$ cat src/rtl/tfg_pkg.sv
// Package: shared controller state type for the transmit frame gate.
// Assumes: used by tfg_ctrl only; encoding is free.
package tfg_pkg;
    typedef enum logic [3:0] {
        ST_IDLE,
        ST_LIMIT,
        ST_PRE_RD,
        ST_PRE_CMP,
        ST_SEND_RD,
        ST_SEND_LD,
        ST_SEND_WAIT,
        ST_DONE_OK,
        ST_DONE_BAD
    } tfg_state_e;
endpackage

$ cat src/rtl/tfg_count_reg.sv
// Module: count register with write filtering.
// Holds the host-written byte count, ignores writes while busy,
// clears on a successful send. Assumes clear is only asserted while busy.
module tfg_count_reg #(
    parameter int CNT_W = 16
) (
    input  logic             clk,
    input  logic             rst_n,
    input  logic             wr_en,
    input  logic [CNT_W-1:0] wr_data,
    input  logic             busy,
    input  logic             clear,
    output logic [CNT_W-1:0] cnt_q,
    output logic             start
);
    logic accept;

    // Purpose: a write is taken only when no frame is in progress.
    always_comb accept = wr_en && !busy;

    // Purpose: a taken nonzero write launches processing.
    always_comb start = accept && (wr_data != '0);

    // Purpose: register update on reset, taken write or success clear.
    always_ff @(posedge clk) begin
        if (!rst_n)
            cnt_q <= '0;
        else if (accept)
            cnt_q <= wr_data;
        else if (clear)
            cnt_q <= '0;
    end


    busy_hold_chk: assert property (@(posedge clk) disable iff (!rst_n)
        (busy && !clear) |=> (cnt_q == $past(cnt_q)));


    clear_zero_chk: assert property (@(posedge clk) disable iff (!rst_n)
        (clear && !wr_en) |=> (cnt_q == '0));
endmodule

$ cat src/rtl/tfg_out_stage.sv
// Module: single-entry output register for the byte stream.
// Loads one byte when empty, holds it until the downstream handshake.
// Assumes load is only asserted while the stage is empty.
module tfg_out_stage #(
    parameter int DW = 8
) (
    input  logic          clk,
    input  logic          rst_n,
    input  logic          load,
    input  logic [DW-1:0] load_data,
    input  logic          load_last,
    input  logic          ready,
    output logic          valid,
    output logic [DW-1:0] data,
    output logic          last,
    output logic          fire
);
    // Purpose: handshake indicator for the controller.
    always_comb fire = valid && ready;

    // Purpose: hold or replace the presented byte.
    always_ff @(posedge clk) begin
        if (!rst_n) begin
            valid <= 1'b0;
            data  <= '0;
            last  <= 1'b0;
        end else if (load) begin
            valid <= 1'b1;
            data  <= load_data;
            last  <= load_last;
        end else if (fire) begin
            valid <= 1'b0;
            last  <= 1'b0;
        end
    end


    stall_hold_chk: assert property (@(posedge clk) disable iff (!rst_n)
        (valid && !ready) |=> (valid && $stable(data) && $stable(last)));


    no_overwrite_chk: assert property (@(posedge clk) disable iff (!rst_n)
        load |-> !valid);
endmodule

$ cat src/rtl/tfg_ctrl.sv
// Module: sequencing controller.
// Checks the count bounds, compares the leading bytes one per two cycles,
// then fetches and hands over payload bytes one at a time.
// Assumes buffer read data arrives one cycle after the request.
module tfg_ctrl
    import tfg_pkg::*;
#(
    parameter int          CNT_W    = 16,
    parameter int          ADDR_W   = 11,
    parameter int          MIN_LEN  = 64,
    parameter int          MAX_LEN  = 1530,
    parameter int          PRE_LEN  = 8,
    parameter int          FCS_LEN  = 4,
    parameter logic [7:0]  PRE_BYTE = 8'h55,
    parameter logic [7:0]  SFD_BYTE = 8'hD5
) (
    input  logic              clk,
    input  logic              rst_n,
    input  logic              start,
    input  logic [CNT_W-1:0]  cnt_q,
    input  logic [7:0]        rd_data,
    input  logic              out_fire,
    output logic              rd_en,
    output logic [ADDR_W-1:0] rd_addr,
    output logic              load,
    output logic              load_last,
    output logic              busy,
    output logic              clear,
    output logic              irq
);
    localparam logic [CNT_W-1:0]  MIN_C    = CNT_W'(MIN_LEN);
    localparam logic [CNT_W-1:0]  MAX_C    = CNT_W'(MAX_LEN);
    localparam logic [CNT_W-1:0]  TAIL_C   = CNT_W'(FCS_LEN + 1);
    localparam logic [ADDR_W-1:0] PRE_LAST = ADDR_W'(PRE_LEN - 1);
    localparam logic [ADDR_W-1:0] BODY_0   = ADDR_W'(PRE_LEN);

    tfg_state_e        state_q, state_d;
    logic [ADDR_W-1:0] idx_q, idx_d;
    logic [ADDR_W-1:0] last_addr;
    logic [7:0]        expect_byte;
    logic              in_range;

    // Purpose: offset of the last byte to send (before the trailing check bytes).
    always_comb last_addr = ADDR_W'(cnt_q - TAIL_C);

    // Purpose: count bound test.
    always_comb in_range = (cnt_q >= MIN_C) && (cnt_q <= MAX_C);

    // Purpose: expected leading byte for the current compare offset.
    always_comb expect_byte = (idx_q == PRE_LAST) ? SFD_BYTE : PRE_BYTE;

    // Purpose: next-state and index selection.
    always_comb begin
        state_d = state_q;
        idx_d   = idx_q;
        unique case (state_q)
            ST_IDLE: if (start) state_d = ST_LIMIT;
            ST_LIMIT: begin
                idx_d   = '0;
                state_d = in_range ? ST_PRE_RD : ST_DONE_BAD;
            end
            ST_PRE_RD: state_d = ST_PRE_CMP;
            ST_PRE_CMP: begin
                if (rd_data != expect_byte) begin
                    state_d = ST_DONE_BAD;
                end else if (idx_q == PRE_LAST) begin
                    idx_d   = BODY_0;
                    state_d = ST_SEND_RD;
                end else begin
                    idx_d   = idx_q + 1'b1;
                    state_d = ST_PRE_RD;
                end
            end
            ST_SEND_RD: state_d = ST_SEND_LD;
            ST_SEND_LD: state_d = ST_SEND_WAIT;
            ST_SEND_WAIT: begin
                if (out_fire) begin
                    if (idx_q == last_addr) begin
                        state_d = ST_DONE_OK;
                    end else begin
                        idx_d   = idx_q + 1'b1;
                        state_d = ST_SEND_RD;
                    end
                end
            end
            ST_DONE_OK:  state_d = ST_IDLE;
            ST_DONE_BAD: state_d = ST_IDLE;
            default:     state_d = ST_IDLE;
        endcase
    end

    // Purpose: state and index registers.
    always_ff @(posedge clk) begin
        if (!rst_n) begin
            state_q <= ST_IDLE;
            idx_q   <= '0;
        end else begin
            state_q <= state_d;
            idx_q   <= idx_d;
        end
    end

    // Purpose: output decode from the registered state.
    always_comb begin
        rd_en     = (state_q == ST_PRE_RD) || (state_q == ST_SEND_RD);
        rd_addr   = idx_q;
        load      = (state_q == ST_SEND_LD);
        load_last = (state_q == ST_SEND_LD) && (idx_q == last_addr);
        busy      = (state_q != ST_IDLE);
        clear     = (state_q == ST_DONE_OK);
        irq       = (state_q == ST_DONE_OK) || (state_q == ST_DONE_BAD);
    end


    irq_single_chk: assert property (@(posedge clk) disable iff (!rst_n)
        irq |=> !irq);


    ok_bounds_chk: assert property (@(posedge clk) disable iff (!rst_n)
        (state_q == ST_DONE_OK) |-> in_range);


    read_window_chk: assert property (@(posedge clk) disable iff (!rst_n)
        (state_q == ST_SEND_RD) |-> (idx_q >= BODY_0 && idx_q <= last_addr));


    start_idle_chk: assert property (@(posedge clk) disable iff (!rst_n)
        (state_q == ST_IDLE && !start) |=> (state_q == ST_IDLE));
endmodule

$ cat src/rtl/tx_frame_gate.sv
// Module: top level of the transmit frame gate.
// Wires the count register, the controller and the output stage.
// Assumes a buffer with one-cycle read latency and a valid/ready sink.
module tx_frame_gate #(
    parameter int          CNT_W    = 16,
    parameter int          ADDR_W   = 11,
    parameter int          MIN_LEN  = 64,
    parameter int          MAX_LEN  = 1530,
    parameter int          PRE_LEN  = 8,
    parameter int          FCS_LEN  = 4,
    parameter logic [7:0]  PRE_BYTE = 8'h55,
    parameter logic [7:0]  SFD_BYTE = 8'hD5
) (
    input  logic              clk,
    input  logic              rst_n,
    input  logic              cnt_wr_en,
    input  logic [CNT_W-1:0]  cnt_wr_data,
    output logic [CNT_W-1:0]  cnt_value,
    output logic              buf_rd_en,
    output logic [ADDR_W-1:0] buf_rd_addr,
    input  logic [7:0]        buf_rd_data,
    output logic              out_valid,
    input  logic              out_ready,
    output logic [7:0]        out_data,
    output logic              out_last,
    output logic              tx_done_irq
);
    logic start, busy, clear, load, load_last, fire;

    tfg_count_reg #(.CNT_W(CNT_W)) u_cnt (
        .clk     (clk),
        .rst_n   (rst_n),
        .wr_en   (cnt_wr_en),
        .wr_data (cnt_wr_data),
        .busy    (busy),
        .clear   (clear),
        .cnt_q   (cnt_value),
        .start   (start)
    );

    tfg_ctrl #(
        .CNT_W    (CNT_W),
        .ADDR_W   (ADDR_W),
        .MIN_LEN  (MIN_LEN),
        .MAX_LEN  (MAX_LEN),
        .PRE_LEN  (PRE_LEN),
        .FCS_LEN  (FCS_LEN),
        .PRE_BYTE (PRE_BYTE),
        .SFD_BYTE (SFD_BYTE)
    ) u_ctrl (
        .clk       (clk),
        .rst_n     (rst_n),
        .start     (start),
        .cnt_q     (cnt_value),
        .rd_data   (buf_rd_data),
        .out_fire  (fire),
        .rd_en     (buf_rd_en),
        .rd_addr   (buf_rd_addr),
        .load      (load),
        .load_last (load_last),
        .busy      (busy),
        .clear     (clear),
        .irq       (tx_done_irq)
    );

    tfg_out_stage #(.DW(8)) u_out (
        .clk       (clk),
        .rst_n     (rst_n),
        .load      (load),
        .load_data (buf_rd_data),
        .load_last (load_last),
        .ready     (out_ready),
        .valid     (out_valid),
        .data      (out_data),
        .last      (out_last),
        .fire      (fire)
    );


    last_only_valid_chk: assert property (@(posedge clk) disable iff (!rst_n)
        out_last |-> out_valid);
endmodule

$ cat config.mk
export PLATFORM = sky130hd
export DESIGN_NAME = tx_frame_gate
export DESIGN_NICKNAME = d
export VERILOG_FILES = /design/src/rtl/tfg_pkg.sv /design/src/rtl/tfg_count_reg.sv /design/src/rtl/tfg_out_stage.sv /design/src/rtl/tfg_ctrl.sv /design/src/rtl/tx_frame_gate.sv
export SDC_FILE = /design/constraint.sdc
export NUM_CORES = 1
export LEC_CHECK = 0
export ABC_CLOCK_PERIOD_IN_PS = 2300
export BUFFER_PORTS_ARGS = -buffer_cell sky130_fd_sc_hd__buf_2
export CORE_AREA = 2 2 94 96
export DETAILED_ROUTE_END_ITERATION = 8
export DIE_AREA = 0 0 96 98
export GPL_TIMING_DRIVEN = 0
export PLACE_DENSITY = 0.51
export SKIP_LAST_GASP = 1
export SYNTH_ARGS = -nofsm -noshare
export SYNTH_HDL_FRONTEND = slang
export SYNTH_SLANG_ARGS = --single-unit
export TNS_END_PERCENT = 5
$ cat constraint.sdc
create_clock -name clk -period 2.3 [get_ports clk]
set_clock_uncertainty 0.1 [all_clocks]
set_input_delay 0.345 -clock clk [delete_from_list [all_inputs] [get_ports clk]]
set_output_delay 0.345 -clock clk [all_outputs]
set_load 0.1 [all_outputs]
==> flow_metrics.tcl <==
set metrics [dict create \
    status "finished, violations left" \
    violations "negative setup slack" \
    grt_antenna_before_repair 0 \
    start_util_pct 29.7 \
    yosys.area_share.adder_pct 1.49 \
    required_ns 2.39 \
    wl_um 7060 \
    synth_edf_count 0 \
    reg2reg_slack_ns -0.08 \
    start_kind "register" \
    postPlaceCellArea_um2 3100 \
    cts.sinks 41 \
    r2r_end "u_ctrl.rd_addr[4]" \
    clock_latency_ns 0.30 \
    finalHoldViolations 0 \
    r2r_cells 10 \
    synthSimpleGateAreaFrac_pct 30.5 \
    wl_per_cell_um 14.3 \
    overflow 0 \
    worst_ep_arrival_time_ns 2.47 \
    max_clock_freq_mhz 419 \
    clock_path_buffers 2 \
    stdcell_area_um2 3360 \
    clk_pin_slew_ns 0.08 \
    place_congestion 0.808 \
    ys.warnings.count 0 \
    die_area_um2 9410 \
    die_h_um 98 \
    ioPinCount 67 \
    coreArea_um2 8470 \
    p_leak_nw 1.32 \
    drive_above_1_share_pct 37.7 \
    vias 2513 \
    fin_nets 415 \
    slew_viol_final 0 \
    drc 0 \
    firstDrtPassIters 4 \
    cts_tree "done" \
    fill_cells 878 \
    critPathLaunch "u_cnt.cnt_q[0]" \
    synthMuxAreaShare_pct 0.448 \
    antenna-diode-count 0 \
    place_hpwl_um 5450 \
    yosysUniqueCellTypes 61 \
    period_needed_ns 2.38 \
    crit_path_max_fanout 7 \
    ys_ff_latch 41 \
    whs_path_depth 3 \
    synth_ff_type "dfxtp_1" \
    grt_util_all_layers_pct 15.7 \
    path_class "reg -> reg" \
    finalSetupViolCount 11 \
    clock-root-buffer "clkbuf_8" \
    netlist_area_um2 2510 \
    ys_seq_area_share_pct 32.6 \
    synth_top_family_by_area "simple AND/OR/NAND/NOR gates" \
    die_x_um 96 \
    cts_inserted_buffers 5 \
    h-tree-depth 2 \
    rsz0062_at_grt "true" \
    synth-xor-area-share_pct 5.92 \
    area_delta_synth_final_pct 33.7 \
    grt_pass1_wl_um 11800 \
    hp-class "in -> reg" \
    p_per_area_nw_per_um2 578 \
    portBuffers 65 \
    netlist_instances 305 \
    slew_headroom_pct 67.0 \
    grt_max_degree 13 \
    row_count 34 \
    async_reset_ff_share_pct 0 \
    cp-endpoint "u_ctrl.rd_addr[4]" \
    avgSynthCellArea_um2 8.25 \
    worst_pin_slew_ns 0.498 \
    fin_ws_ns -0.0842 \
    worstHoldStart "buf_rd_data[4]" \
    end_kind "register" \
    drv_cap 0 \
    power_w 0.00194 \
    grt_pass1_vias 2439 \
    vias_per_cell 5.10 \
    drt_iter0_drc 121 \
    ant_nets 0 \
    synth_compound_area_share_pct 24.5 \
    peakVddDrop_v 0.000208 \
    syn_nets 336 \
    fin_crit_sh_pct 104 \
    timing.rr.start "u_cnt.cnt_q[0]" \
]
-- area by class of cell --
type	instances	area [um^2]	area share [%]
buffer	13	60.1	1.79
multi-input combinational	239	1730	51.5
clock inverter	1	3.75	0.112
inverter	8	32.5	0.968
tap	108	135	4.02
timing repair buffer	76	415	12.4
clock buffer	7	97.6	2.90
sequential	41	886	26.3
-- critical path, stage by stage, from the launching register on --
cell and delay (ns):
dfxtp_4 0.39, inv_4 0.04, ha_4 0.15, nand2b_4 0.15, and2_4 0.15, or3_4 0.34, a2111oi_4 0.34, buf_4 0.19
a211oi_4 0.06, buf_6 0.15, a31o_2 0.22
-- placed cells by master, fill, tap and decap left out, types with 3 or more instances in the layout --
cell      count
a21boi_0     10
clkbuf_1     10
a21oi_1      10
inv_1         6
nor2b_1      20
a31o_2        5
buf_4         9
nand2_1      44
buf_2        66
buf_6         3
nor4_1        4
and3_1        4
nor2_1       18
xnor2_1       9
clkbuf_8      5
nand4_1       4
a21o_1        3
dfxtp_4      15
xor2_1        6
nor4_4        3
a22oi_1      16
a31oi_1       3
o21ai_1       3
dfxtp_1      19
dfxtp_2       7
and2_1        5
nand3_1       7
o21ai_0       4
-- synth_stat cells (all sizes together), types with 4 or more instances --
library cell   n  area, um^2
nor4           7        65.1
xor2           6        52.6
inv            8        30.0
a21oi         14        77.6
o21ai          8        40.0
a22oi         16         120
nor2b         20         125
and2           6        37.5
xnor2         11        96.3
a31o           6        52.6
a21boi        10        75.1
dfxtp         41         821
and3           4        25.0
nand3          7        35.0
clkbuf        14        53.8
nand2         44         165
nor2          18        67.6
nor3           5        30.0
nand4          4        25.0
-- flip-flops by register name, indices dropped and copies added, names as in the netlist --
| register | count |
|---|---|
| u_out.data | 8 |
| u_cnt.cnt_q | 16 |
| u_out.last | 1 |
| u_ctrl.state_q | 4 |
| u_ctrl.rd_addr | 11 |
| u_out.valid | 1 |
-- per-stage QoR --
stage	TNS [ns]	cells	hold slack (ns)	worst slack [ns]	util (%)
2_1_floorplan	-1.96	305	0.390	-0.207	-
3_3_place_gp	-3.35	478	0.349	-0.310	36.6
3_5_place_dp	-3.53	478	0.361	-0.312	36.6
4_1_cts	-1.01	491	0.201	-0.106	38.9
5_1_grt	-2.88	493	0.207	-0.168	39.7
6_report	-0.553	493	0.205	-0.0842	39.7
-- how the worst min path moves through the flow --
stage | end | slack (ns)
floorplan | u_out.data[6] | 0.39
global placement | u_out.data[6] | 0.35
detailed placement | u_out.data[5] | 0.36
CTS | u_out.data[4] | 0.20
global route | u_out.data[0] | 0.21
finish | u_out.data[4] | 0.20
-- what timing repair did --
action                     4_1_cts  5_1_grt
setup buffers                    7        3
setup endpoints to repair       25       26
pin swaps                       10        4
hold buffers                     0        0
cloned                           1        0
resized for setup               11       15
-- cell families after synthesis --
family / Yosys count
adder cells (fa/ha/maj): 3
XOR/XNOR: 17
multiplexers: 1
AND/OR/NAND/NOR: 138
buffers and inverters: 25
flip-flops: 41
AO/OA/AOI/OAI: 80
-- report_power, final --
part,internal (W),switching [W]
combinational,0.000211,0.000418
sequential,0.000730,0.0000509
clock,0.000277,0.000256
-- layer usage --
layer  part of all wire, %  GRT usage [%]
met5                     0              0
met4                   1.1           4.18
met3                   4.9           3.09
met2                    46           25.0
met1                    48           21.6
(Power assumes the default switching activity.)
